==> src/rtl/tsa_pkg.sv <==
package tsa_pkg;

   localparam int WORD_W = 16;
   localparam int CODE_W = 4;
   localparam int LEN_W  = 3;
   localparam int SPAN_W = 6;

   typedef struct packed {
      logic              final_w;
      logic              byte_unit;
      logic [LEN_W-1:0]  len_m1;
      logic [6:0]        spare;
      logic [CODE_W-1:0] code;
   } sched_word_t;

   // clocks in a slice minus one: bits -> n, bytes -> 8n+7
   function automatic logic [SPAN_W-1:0] span_m1(input logic byte_unit,
                                                 input logic [LEN_W-1:0] len_m1);
      if (byte_unit) span_m1 = {len_m1, 3'b111};
      else           span_m1 = {3'b000, len_m1};
   endfunction

endpackage

==> src/rtl/tsa_sched_table.sv <==
module tsa_sched_table
   import tsa_pkg::*;
#(
   parameter int DEPTH = 64,
   localparam int AW   = $clog2(DEPTH)
)(
   input  logic              clk,
   input  logic              rst_n,
   input  logic              locked,
   input  logic              wr_en,
   input  logic [AW-1:0]     wr_addr,
   input  logic [WORD_W-1:0] wr_word,
   input  logic [AW-1:0]     rd_addr,
   output sched_word_t       rd_word
);

   sched_word_t store [DEPTH];

   always_ff @(posedge clk) begin
      if (!rst_n) begin
         for (int i = 0; i < DEPTH; i++) store[i] <= '0;
      end else if (wr_en && !locked && (int'(wr_addr) < DEPTH)) begin
         store[wr_addr] <= sched_word_t'(wr_word);
      end
   end

   assign rd_word = store[rd_addr];


   write_lock_chk: assert property (@(posedge clk) disable iff (!rst_n)
      (locked && wr_en && (int'(wr_addr) < DEPTH)) |=> (store[$past(wr_addr)] == $past(store[wr_addr])));

endmodule

==> src/rtl/tsa_sequencer.sv <==
module tsa_sequencer
   import tsa_pkg::*;
#(
   parameter int DEPTH = 64,
   localparam int AW   = $clog2(DEPTH)
)(
   input  logic             clk,
   input  logic             rst_n,
   input  logic             enable,
   input  logic             fsync,
   input  logic             w_final,
   input  logic             w_byte,
   input  logic [LEN_W-1:0] w_len_m1,
   output logic [AW-1:0]    ptr,
   output logic             running
);

   localparam logic [AW-1:0] LAST_ADDR = AW'(DEPTH - 1);

   logic [SPAN_W-1:0] bit_cnt;
   logic [SPAN_W-1:0] span_end;
   logic              slice_done;
   logic              table_done;

   assign span_end   = span_m1(w_byte, w_len_m1);
   assign slice_done = (bit_cnt == span_end);
   assign table_done = w_final || (ptr == LAST_ADDR);

   always_ff @(posedge clk) begin
      if (!rst_n) begin
         running <= 1'b0;
         ptr     <= '0;
         bit_cnt <= '0;
      end else if (!enable) begin
         running <= 1'b0;
         ptr     <= '0;
         bit_cnt <= '0;
      end else if (fsync) begin
         running <= 1'b1;
         ptr     <= '0;
         bit_cnt <= '0;
      end else if (running) begin
         if (slice_done) begin
            bit_cnt <= '0;
            if (table_done) running <= 1'b0;
            else            ptr     <= ptr + 1'b1;
         end else begin
            bit_cnt <= bit_cnt + 1'b1;
         end
      end
   end


   no_start_without_sync_chk: assert property (@(posedge clk) disable iff (!rst_n)
      (!running && !(enable && fsync)) |=> !running);


   halt_on_disable_chk: assert property (@(posedge clk) disable iff (!rst_n)
      !enable |=> !running);


   sync_restart_chk: assert property (@(posedge clk) disable iff (!rst_n)
      (enable && fsync) |=> (running && ptr == '0 && bit_cnt == '0));


   count_in_slice_chk: assert property (@(posedge clk) disable iff (!rst_n)
      running |-> (bit_cnt <= span_end));

endmodule

==> src/rtl/tsa_lane_mux.sv <==
module tsa_lane_mux
   import tsa_pkg::*;
#(
   parameter int NUM_CH = 4
)(
   input  logic              clk,
   input  logic              rst_n,
   input  logic              running,
   input  logic [CODE_W-1:0] code,
   input  logic              rx_bit,
   input  logic [NUM_CH-1:0] ch_tx,
   output logic [NUM_CH-1:0] ch_rx_en,
   output logic              ch_rx_bit,
   output logic              tx_data,
   output logic              tx_en
);

   for (genvar g = 0; g < NUM_CH; g++) begin : g_lane
      localparam logic [CODE_W-1:0] MY_CODE = CODE_W'(g + 1);
      assign ch_rx_en[g] = running && (code == MY_CODE);
   end

   assign tx_en     = |ch_rx_en;
   assign tx_data   = |(ch_rx_en & ch_tx);
   assign ch_rx_bit = rx_bit;


   single_owner_chk: assert property (@(posedge clk) disable iff (!rst_n)
      $onehot0(ch_rx_en));

endmodule

==> src/rtl/tdm_slot_router.sv <==
module tdm_slot_router
   import tsa_pkg::*;
#(
   parameter int NUM_CH = 4,
   parameter int DEPTH  = 64,
   localparam int AW    = $clog2(DEPTH)
)(
   input  logic              clk,
   input  logic              rst_n,
   input  logic              enable,
   input  logic              fsync,
   input  logic              rx_bit,
   input  logic [NUM_CH-1:0] ch_tx,
   input  logic              host_we,
   input  logic [AW-1:0]     host_addr,
   input  logic [WORD_W-1:0] host_wdata,
   output logic [NUM_CH-1:0] ch_rx_en,
   output logic              ch_rx_bit,
   output logic              tx_data,
   output logic              tx_en
);

   if (NUM_CH < 1 || NUM_CH > (2**CODE_W - 1)) begin : g_bad_ch
      $error("NUM_CH must lie in 1..15");
   end
   if (DEPTH < 2 || DEPTH > 256) begin : g_bad_depth
      $error("DEPTH must lie in 2..256");
   end

   sched_word_t   cur_word;
   logic [AW-1:0] ptr;
   logic          running;
   logic          unused_spare;

   assign unused_spare = ^cur_word.spare;

   tsa_sched_table #(.DEPTH(DEPTH)) u_table (
      .clk     (clk),
      .rst_n   (rst_n),
      .locked  (enable),
      .wr_en   (host_we),
      .wr_addr (host_addr),
      .wr_word (host_wdata),
      .rd_addr (ptr),
      .rd_word (cur_word)
   );

   tsa_sequencer #(.DEPTH(DEPTH)) u_seq (
      .clk      (clk),
      .rst_n    (rst_n),
      .enable   (enable),
      .fsync    (fsync),
      .w_final  (cur_word.final_w),
      .w_byte   (cur_word.byte_unit),
      .w_len_m1 (cur_word.len_m1),
      .ptr      (ptr),
      .running  (running)
   );

   tsa_lane_mux #(.NUM_CH(NUM_CH)) u_mux (
      .clk       (clk),
      .rst_n     (rst_n),
      .running   (running),
      .code      (cur_word.code),
      .rx_bit    (rx_bit),
      .ch_tx     (ch_tx),
      .ch_rx_en  (ch_rx_en),
      .ch_rx_bit (ch_rx_bit),
      .tx_data   (tx_data),
      .tx_en     (tx_en)
   );


   idle_quiet_chk: assert property (@(posedge clk) disable iff (!rst_n)
      !running |-> (ch_rx_en == '0 && !tx_en));

endmodule

==> config.mk <==
export PLATFORM = sky130hd
export DESIGN_NAME = tdm_slot_router
export DESIGN_NICKNAME = d
export VERILOG_FILES = /design/src/rtl/tsa_pkg.sv /design/src/rtl/tsa_sched_table.sv /design/src/rtl/tsa_sequencer.sv /design/src/rtl/tsa_lane_mux.sv /design/src/rtl/tdm_slot_router.sv
export SDC_FILE = /design/constraint.sdc
export NUM_CORES = 1
export LEC_CHECK = 0
export ABC_CLOCK_PERIOD_IN_PS = 3950
export BUFFER_PORTS_ARGS = -buffer_cell sky130_fd_sc_hd__buf_2
export CORE_MARGIN = 4
export CORE_UTILIZATION = 42
export DETAILED_ROUTE_END_ITERATION = 6
export PLACE_DENSITY = 0.57
export SYNTH_ARGS = -nofsm -noshare
export SYNTH_HDL_FRONTEND = slang
export SYNTH_SLANG_ARGS = --single-unit
==> constraint.sdc <==
create_clock -name clk -period 3.95 [get_ports clk]
set_input_delay 0.1975 -clock clk [delete_from_list [all_inputs] [get_ports clk]]
set_output_delay 0.1975 -clock clk [all_outputs]
set_load 0.1 [all_outputs]
**Word-level counts from Yosys, hierarchy flattened**

Memory sizes are Yosys's and may differ from the RTL's. A register that Yosys moved wholly into a read port is not among the register bits.
Cells that the tools add are included.

- Register bits: 13
- Bits in writable memories: 1,024
- Input bits: 32
- Logic and storage cells: 44
- Memories kept: 1

- Add/sub/neg operators: 2
- Equal/unequal tests: 6
- Multiplexer cells: 15
- Bitwise gates (word level): 4
- Reductions and logical operators: 13

Memories:

| memory | words | width | read ports | clocked after memory_dff | wr ports | RTL line | RTL |
|---|---|---|---|---|---|---|---|
| u_table.store | 64 | 16 | 1 | 1 | 64 | tsa_sched_table.sv:17 | `sched_word_t store [DEPTH];` |

Operators by type and width:

| cell | count |
|---|---|
| 6-bit 2-to-1 mux | 5 |
| 16-bit 2-to-1 mux | 1 |
| 16-bit OR reduction | 1 |
| 6-bit by 1-bit adder with 6-bit output, second input constant | 2 |
| 1-bit 2-to-1 mux | 9 |
| 4-bit by 2-bit == test with 1-bit output, second input constant | 2 |
| 4-bit OR reduction | 2 |
| 6-bit == test | 1 |
| 6-bit == test, second input constant | 1 |
| 1-bit logical AND | 5 |
| 4-bit bitwise AND | 1 |
| 4-bit by 1-bit == test with 1-bit output, second input constant | 1 |
| 4-bit by 3-bit == test with 1-bit output, second input constant | 1 |
| 1-bit inverter | 3 |
| 3-bit AND reduction | 1 |
| 3-bit OR reduction | 1 |
| 2-bit AND reduction | 1 |
| 1-bit logical NOT | 1 |
| 1-bit logical OR | 1 |

**Logic depth before layout (Yosys ltp)**

Gate-level depths: netlist of run 1.

- Word-level depth: 7
- Mapped depth: 15
- Gate-level depth less buffers: 10

**Hierarchy**

From an unflattened synthesis of run 1, not the netlist that was laid out.

- Cells, all modules: 3,227
- Area, all modules: 47,878.4 um^2

Modules (own cells, without submodules):

| module | instances | cells an instance | area each (um^2) | seq. area each (um^2) |
|---|---|---|---|---|
| tsa_sched_table | 1 | 3,120 | 46,987.6 | 30,749.5 |
| tsa_sequencer | 1 | 93 | 795.8 | 260.2 |
| tsa_lane_mux | 1 | 14 | 95.1 | 0.0 |

**Worst setup path after synthesis of run 1**

OpenSTA, ideal clock, no wires.

- Kind: register -> output
- Start: reg (tool-made name)
- End: out tx_data
- Arrival: 5.210 ns
- Setup slack: -1.458 ns
- Stages on the path, launching flop included: 13
- Cells stage by stage: dfxtp_1 buf_6 buf_8 buf_8 buf_2 buf_2 mux4_2 mux4_2 mux4_2 or2_1 nor3b_2 a22oi_1 o21ai_1

RTL lines:

| element | RTL line | RTL |
|---|---|---|
| end, declared | tdm_slot_router.sv:19 | `output logic tx_data,` |

==> flow_summary_export.csv, run 1 <==
group,metric,value,unit
min_path,min-delay-start,"enable",
setup_path,crit_buf_inv,4,
sta,min_period,4.144,ns
floorplanning,die_h,265.0,um
cells_and_area,area_growth,15.03,%
grt,grt_first_pass_wirelength,109.1,mm
synth,yosysMostFrequentCell,"and2_1",
setup_path,crit_slowest_cell,"mux4_2",
run,maxCapViolCount,0,
synth,synth_area,27730,um2
cells_and_area,drive_above_1_share,23.35,%
power,finalPower,13920,uW
synth,yosys-top-cells-count,"and2_1 (577), edfxtp_1 (576), mux4_2 (165)",
cells_and_area,finish.utilization,49.13,%
floorplanning,row_count,93,
cells_and_area,final_cells,2826,
synth,synth-edff-count,576,
detailed_routing,drcViolationCount,0,
cells_and_area,fin_area,31900,um2
place,placed_area,29350,um2
synth,synth_warnings,0,
cts,clock_path_buffers,3,
detailed_routing,dr.pass1.iters,5,
cts,cts-buffers-inserted,66,
synth,synth.ff_latch_count,595,
run_status,status,"finished with violations",
sta,skew,0.02050,ns
setup_path,critical_path.cell_chain,"buf_12 > buf_8 > buf_12 > mux4_2 > mux4_2 > mux4_2 > or3b_4 > o21ai_4 > buf_12",
cells_and_area,nets,1955,
sta,maxSlewViolCount,0,
detailed_routing,wl,74.51,mm
setup_path,cp-start-kind,"register",
setup_path,r2r_slack,0.20,ns
setup_path,rr_worst_depth,12,
synth,synthFlopType,"edfxtp_1",
setup_path,crit_arrival,3.95,ns
synth,synthArstFlopShare,0,%
sta,setup_violations,6,
floorplanning,core-area,64930,um2
detailed_routing,ant_nets,0,
synth,synth_nets,1850,
synth,synth_cells,1816,
place,pre_cts_ws,0.09145,ns
place,io_buffers,29,
synth,synthTopCellsByArea,"edfxtp_1 (62%), mux4_2 (13%), and2_1 (13%)",
setup_path,endpoint_kind,"primary output",
cts,cts_root_buf,"clkbuf_16",
setup_path,required,3.75,ns
synth,synth.distinct_cells,59,
sta,rsz0062_at_grt,"yes",
power,cellPowerDensity,436.3,nW/um2
detailed_routing,drtIter0Drc,1645,
floorplanning,initial_core_util,42.71,%
cts,cts_sinks,595,
synth,synth_top_area_share,62.37,%
synth,yosys.area_share.xor_xnor,0.2842,%
sta,slew_headroom,35.96,%
power,p_leak,0.01064,uW
place,placedCellCount,2675,
synth,ys_seq_area_share,63.74,%
grt,antenna_found_initial,0,
setup_path,cp_max_fo,6,
synth,yosys.area.top_type,"edfxtp_1",
setup_path,crit_type,"reg2out",
min_path,min_path_type,"in2reg",
grt,grt_remaining_overflow,0,
floorplanning,die_w,265.0,um
sta,hold_viol,0,
detailed_routing,viasPerCell,5.622,
cts,h-tree-depth,3,
grt,grt_max_degree,66,
cts,cts_tree,"yes",
setup_path,max_stage_delay,0.56,ns
sta,finalCritPeriodShare,104.9,%
min_path,holdPathEnd,"u_seq.running",
place,routabilityCongestion,0.8365,
floorplanning,dieArea,70210,um2
place,place_hpwl,46.85,mm
cts,clk_pin_slew,0.06,ns
cts,clk_latency,0.59,ns
synth,synth_compound_area_share,2.748,%
grt,grt_pass1_vias,16009,
synth,synth.avg_cell_area,15.27,um2
sta,worst_pin_slew,0.9606,ns
run_status,violations,"negative setup slack",
floorplanning,pin_count,39,
synth,yosys.area_share.simple,16.15,%
sta,max_freq,0.2413,GHz
grt,grt_usage,21.09,%
synth,synth.area.mux_share,14.30,%
power,max-vdd-ir-drop,0.3106,mV
detailed_routing,post_drt_wl_per_cell,26.36,um
detailed_routing,vias,15887,
synth,synthAdderAreaFrac,0.09023,%
setup_path,cp_top_family,"multiplexers",
synth,synth_top_family_by_area,"simple AND/OR/NAND/NOR gates",
min_path,min_path_cells,3,
sta,finalWorstSetupSlack,-0.1937,ns
-- layout make-up --
class	instances	area [um2]
clock buffer	91	1852
antenna	1	2.502
clock inverter	26	215.2
multi-input combinational	1075	9394
timing repair buffer	176	1652
inverter	7	26.28
tap	855	1070
fill	5507	33030
sequential	595	17690
-- where the power goes --
group          leakage [uW]  switching, uW  internal (uW)
clock               0.00101           2450           3530
sequential          0.00562           86.7           7210
combinational       0.00401            426            219
total                0.0106           2960          11000
-- kinds of logic after synthesis --
family,after synthesis
buf+inv,146
compound gates,122
fa+ha+maj,2
simple gates,754
xor+xnor,9
flops,595
mux,188
-- worst register-to-register path: cells and delay by family (launching register included) --
| kind | cells | cell delay, ns |
|---|---|---|
| multiplexers | 4 | 1.77 |
| buffers and inverters | 5 | 0.98 |
| flip-flops | 1 | 0.46 |
| AND/OR/NAND/NOR | 2 | 0.21 |
| AO/OA/AOI/OAI | 1 | 0.19 |
-- state kept, by name, indices dropped and copies added, names as in the netlist, named ones only --
name,cells
u_table.store,576
u_seq.ptr,6
u_seq.running,1
u_seq.bit_cnt,6
-- stage by stage --
step | setup TNS (ns) | hold WS, ns
floorplan | -0.6352 | 0.3286
global placement | 0 | 0.3957
detailed placement | 0 | 0.3957
CTS | -0.9216 | 0.02016
global route | -1.157 | 0.06600
finish | -0.7291 | 0.07754
-- cell usage in the layout (no fill, tap or decap), drive strengths merged, types with 4 or more instances in the layout --
cell type	netlist	layout
a21oi	14	14
a22oi	9	9
a311oi	4	4
and2	577	577
buf	49	174
bufinv	0	4
clkbuf	90	91
clkinv	0	21
dfxtp	19	19
edfxtp	576	576
inv	7	8
mux2i	19	19
mux4	166	166
nand2	16	16
nand2b	8	8
nand3	15	15
nand3b	12	12
nand4	5	5
nor2	90	90
nor2b	7	7
o21ai	72	72
o221ai	5	5
or3	10	10
or3b	5	5
xnor2	6	6
-- per-layer routing --
| metal | vias to the layer above | GRT usage (%) | share of wire [%] |
|---|---|---|---|
| met5 | - | 0 | 0 |
| met1 | 8352 | 29.76 | 43 |
| met4 | 0 | 5.311 | 1.9 |
| li1 | 6955 | - | - |
| met3 | 87 | 2.905 | 5.4 |
| met2 | 493 | 34.94 | 49 |
-- worst max path at each step --
| stage | startpoint | endpoint | slack (ns) | depth (start not counted) |
|---|---|---|---|---|
| after floorplan | register | tx_data | -0.26 | 11 |
| after global placement | register | register | 0.11 | 11 |
| after detailed placement | register | register | 0.09 | 11 |
| after CTS | register | tx_data | -0.22 | 10 |
| after global routing | register | tx_data | -0.25 | 9 |
| final | register | tx_data | -0.19 | 9 |
-- what timing repair did --
action | in CTS | in global routing
setup endpoints to repair | 6 | 15
gates cloned | 3 | 0
buffers inserted | 28 | 1
pin swaps | 7 | 3
hold buffers | 1 | 0
endpoints found under the hold margin | 1 | 0
gates resized for setup | 16 | 7
Power figures use the tool's default switching activity.
==> run 2, diff against run 1 <==
--- a/config.mk
+++ b/config.mk
@@ -8,9 +8,9 @@
 export ABC_CLOCK_PERIOD_IN_PS = 3950
 export BUFFER_PORTS_ARGS = -buffer_cell sky130_fd_sc_hd__buf_2
 export CORE_MARGIN = 4
-export CORE_UTILIZATION = 42
+export CORE_UTILIZATION = 35
 export DETAILED_ROUTE_END_ITERATION = 6
-export PLACE_DENSITY = 0.57
+export PLACE_DENSITY = 0.49
 export SYNTH_ARGS = -nofsm -noshare
 export SYNTH_HDL_FRONTEND = slang
 export SYNTH_SLANG_ARGS = --single-unit
==> run 2 against run 1 <==
Against the previous run:
- the flow still finishes with violations (negative setup slack)
- hold slack gained 0.21 ns
- sequential power is essentially flat
- maximum frequency grew 0.49%
- setup slack better by 0.020 ns
- sequential share of layout area fell by 0.93 points
- critical path type unchanged
- critical endpoint unchanged
- highest routed layer unchanged
==> flow_summary_export.csv, run 2 (synthesized netlist as in run 1, its figures left out) <==
group,metric,value,unit
cts,clk_latency,0.60,ns
sta,finalWorstSetupSlack,-0.1735,ns
sta,tns,-0.5960,ns
power,swShare,21.46,%
sta,maxSlewViolCount,0,
floorplanning,row_count,102,
setup_path,crit_cells,10,
cts,cts_root_buf,"clkbuf_16",
setup_path,r2r_slack,0.05,ns
detailed_routing,drtIter0Drc,1394,
setup_path,crit_arrival,3.93,ns
min_path,min_path_cells,2,
floorplanning,die_w,289.5,um
cts,clock_path_buffers,3,
run_status,violations,"negative setup slack",
floorplanning,initial_core_util,35.57,%
cells_and_area,n_antenna_cell,0,
setup_path,crit_buf_inv,5,
cells_and_area,largest_reg_flops,576,
cells_and_area,top_register,"u_table.store",
cells_and_area,final_cells,3026,
cells_and_area,fill_cells,7052,
grt,grt_pass1_vias,16242,
cells_and_area,seqCellArea,17690,um2
floorplanning,die_h,289.5,um
floorplanning,dieArea,83800,um2
setup_path,cpMostUsedCell,"mux4_2",
place,placedCellCount,2854,
cts,cts_tree,"yes",
setup_path,crit_type,"reg2out",
sta,min_period,4.124,ns
detailed_routing,wl,77.35,mm
place,io_buffers,29,
setup_path,critical_path.cell_chain,"buf_12 > buf_4 > buf_4 > buf_16 > mux4_2 > mux4_2 > mux4_2 > or3b_4 > o21ai_4 > buf_12",
cells_and_area,area_growth,17.00,%
sta,rsz0062_at_grt,"yes",
cells_and_area,largestRegisters,"u_table.store: 576 flops, u_seq.bit_cnt: 6 flops, u_seq.ptr: 6 flops",
grt,grt_usage,18.84,%
cts,clk_pin_slew,0.06,ns
cells_and_area,multi_input_area,9470,um2
setup_path,crit_slowest_cell,"mux4_2",
power,p_leak,0.01077,uW
cells_and_area,drive_above_1_share,24.47,%
sta,hold_viol,0,
place,routabilityCongestion,0.8219,
min_path,min_path_type,"in2reg",
cells_and_area,layout_common_cells,"and2_1 (577), edfxtp_1 (576), mux4_2 (165), buf_4 (130), nor2_1 (86)",
grt,grt_first_pass_wirelength,113.9,mm
cts,cts_sinks,595,
power,cellPowerDensity,435.8,nW/um2
power,p_comb_share,4.6,%
power,p_clk_share,43.8,%
sta,slew_headroom,24.91,%
setup_path,cp_max_fo,5,
sta,max_freq,0.2425,GHz
cts,cts-buffers-inserted,69,
run,maxCapViolCount,0,
detailed_routing,ant_nets,0,
setup_path,cp_top_family,"multiplexers",
setup_path,max_stage_delay,0.55,ns
sta,finalCritPeriodShare,104.4,%
power,power.share.sequential,51.6,%
min_path,min-delay-start,"host_wdata[11]",
sta,setup_violations,6,
setup_path,rr_worst_depth,15,
detailed_routing,drcViolationCount,0,
grt,grt_remaining_overflow,0,
sta,worst_pin_slew,1.126,ns
power,p_int,11110,uW
cells_and_area,nets,1970,
run_status,status,"finished with violations",
place,pre_cts_ws,0.09266,ns
grt,grt_max_degree,66,
detailed_routing,post_drt_wl_per_cell,25.56,um
place,place_hpwl,48.45,mm
setup_path,required,3.75,ns
sta,whs,0.2868,ns
detailed_routing,viasPerCell,5.207,
setup_path,endpoint_kind,"primary output",
cells_and_area,finish.utilization,41.61,%
setup_path,cp-start-kind,"register",
sta,skew,0.02141,ns
floorplanning,pin_count,39,
grt,antenna_found_initial,3,
cts,h-tree-depth,3,
detailed_routing,dr.pass1.iters,5,
power,max-vdd-ir-drop,0.2977,mV
detailed_routing,vias,15757,
power,p_switching,3034,uW
floorplanning,core-area,77980,um2
cells_and_area,final_common_cell,"and2_1",
-- run 2: changes by cell type in the layout (fill, tap and decap cells not counted), moves of 2 or more --
| cell | before | now |
|---|---|---|
| clkinv_1 | 15 | 20 |
| buf_4 | 123 | 130 |
| mux2i_1 | 16 | 14 |
| clkbuf_1 | 20 | 12 |
| a22oi_1 | 7 | 4 |
| clkinv_2 | 6 | 9 |
| buf_12 | 19 | 22 |
| clkbuf_16 | 71 | 73 |
| a22oi_2 | 1 | 4 |
-- run 2: through the flow --
step	cell area, um2	total power [uW]
finish	32450	14140
detailed placement	29520	8078
CTS	32190	14300
global placement	29520	8057
global route	32450	14630
floorplan	27820	7742
-- run 2: layout make-up --
| type | instances | area share [%] |
|---|---|---|
| inverters | 7 | 0.08098 |
| multi-input cells | 1075 | 29.19 |
| clock buffers | 85 | 5.769 |
| flip-flops and latches | 595 | 54.52 |
| well taps | 1040 | 4.010 |
| clock inverters | 36 | 0.8830 |
| repair buffers | 188 | 5.553 |
-- run 2: path summary, 6_finish.rpt --
kind / endpoint
worst max-delay path: tx_data
worst min-delay path: u_table.store[0][11]
worst max register to register: u_seq.ptr[1]
worst min register to register: register
-- run 2: power by group through the flow --
stage	Sequential (uW)	Clock (uW)	Combinational [uW]
2_1_floorplan	7390	0	352
3_5_place_dp	7430	0	649
5_1_grt	7320	6610	695
3_3_place_gp	7410	0	644
6_report	7300	6190	654
4_1_cts	7300	6340	655
-- run 2: timing repair --
| action | 4_1_cts | 5_1_grt |
|---|---|---|
| gates cloned | 4 | 0 |
| hold buffers | 2 | 0 |
| gates resized for setup | 18 | 17 |
| endpoints found under the setup margin | 6 | 23 |
| setup buffers | 27 | 18 |
| hold endpoints to repair | 1 | 0 |
| pin swaps | 4 | 11 |
-- run 2: worst reg2reg max path, cell delays in order, from the launching register on --
cell and delay (ns):
dfxtp_4 0.41, buf_12 0.15, buf_4 0.12, buf_4 0.13, buf_4 0.17, buf_16 0.16, buf_4 0.14, mux4_2 0.55
mux4_2 0.58, mux4_2 0.53, nor2_4 0.14, inv_2 0.07, a211oi_4 0.20, buf_12 0.16, mux2i_4 0.22, nor2_1 0.06
-- run 2: layer usage --
metal | wire length (um) | GRT usage (%)
met3 | 4154 | 2.690
met1 | 34210 | 26.71
met4 | 1568 | 5.028
met2 | 37420 | 30.67
met5 | 0 | 0
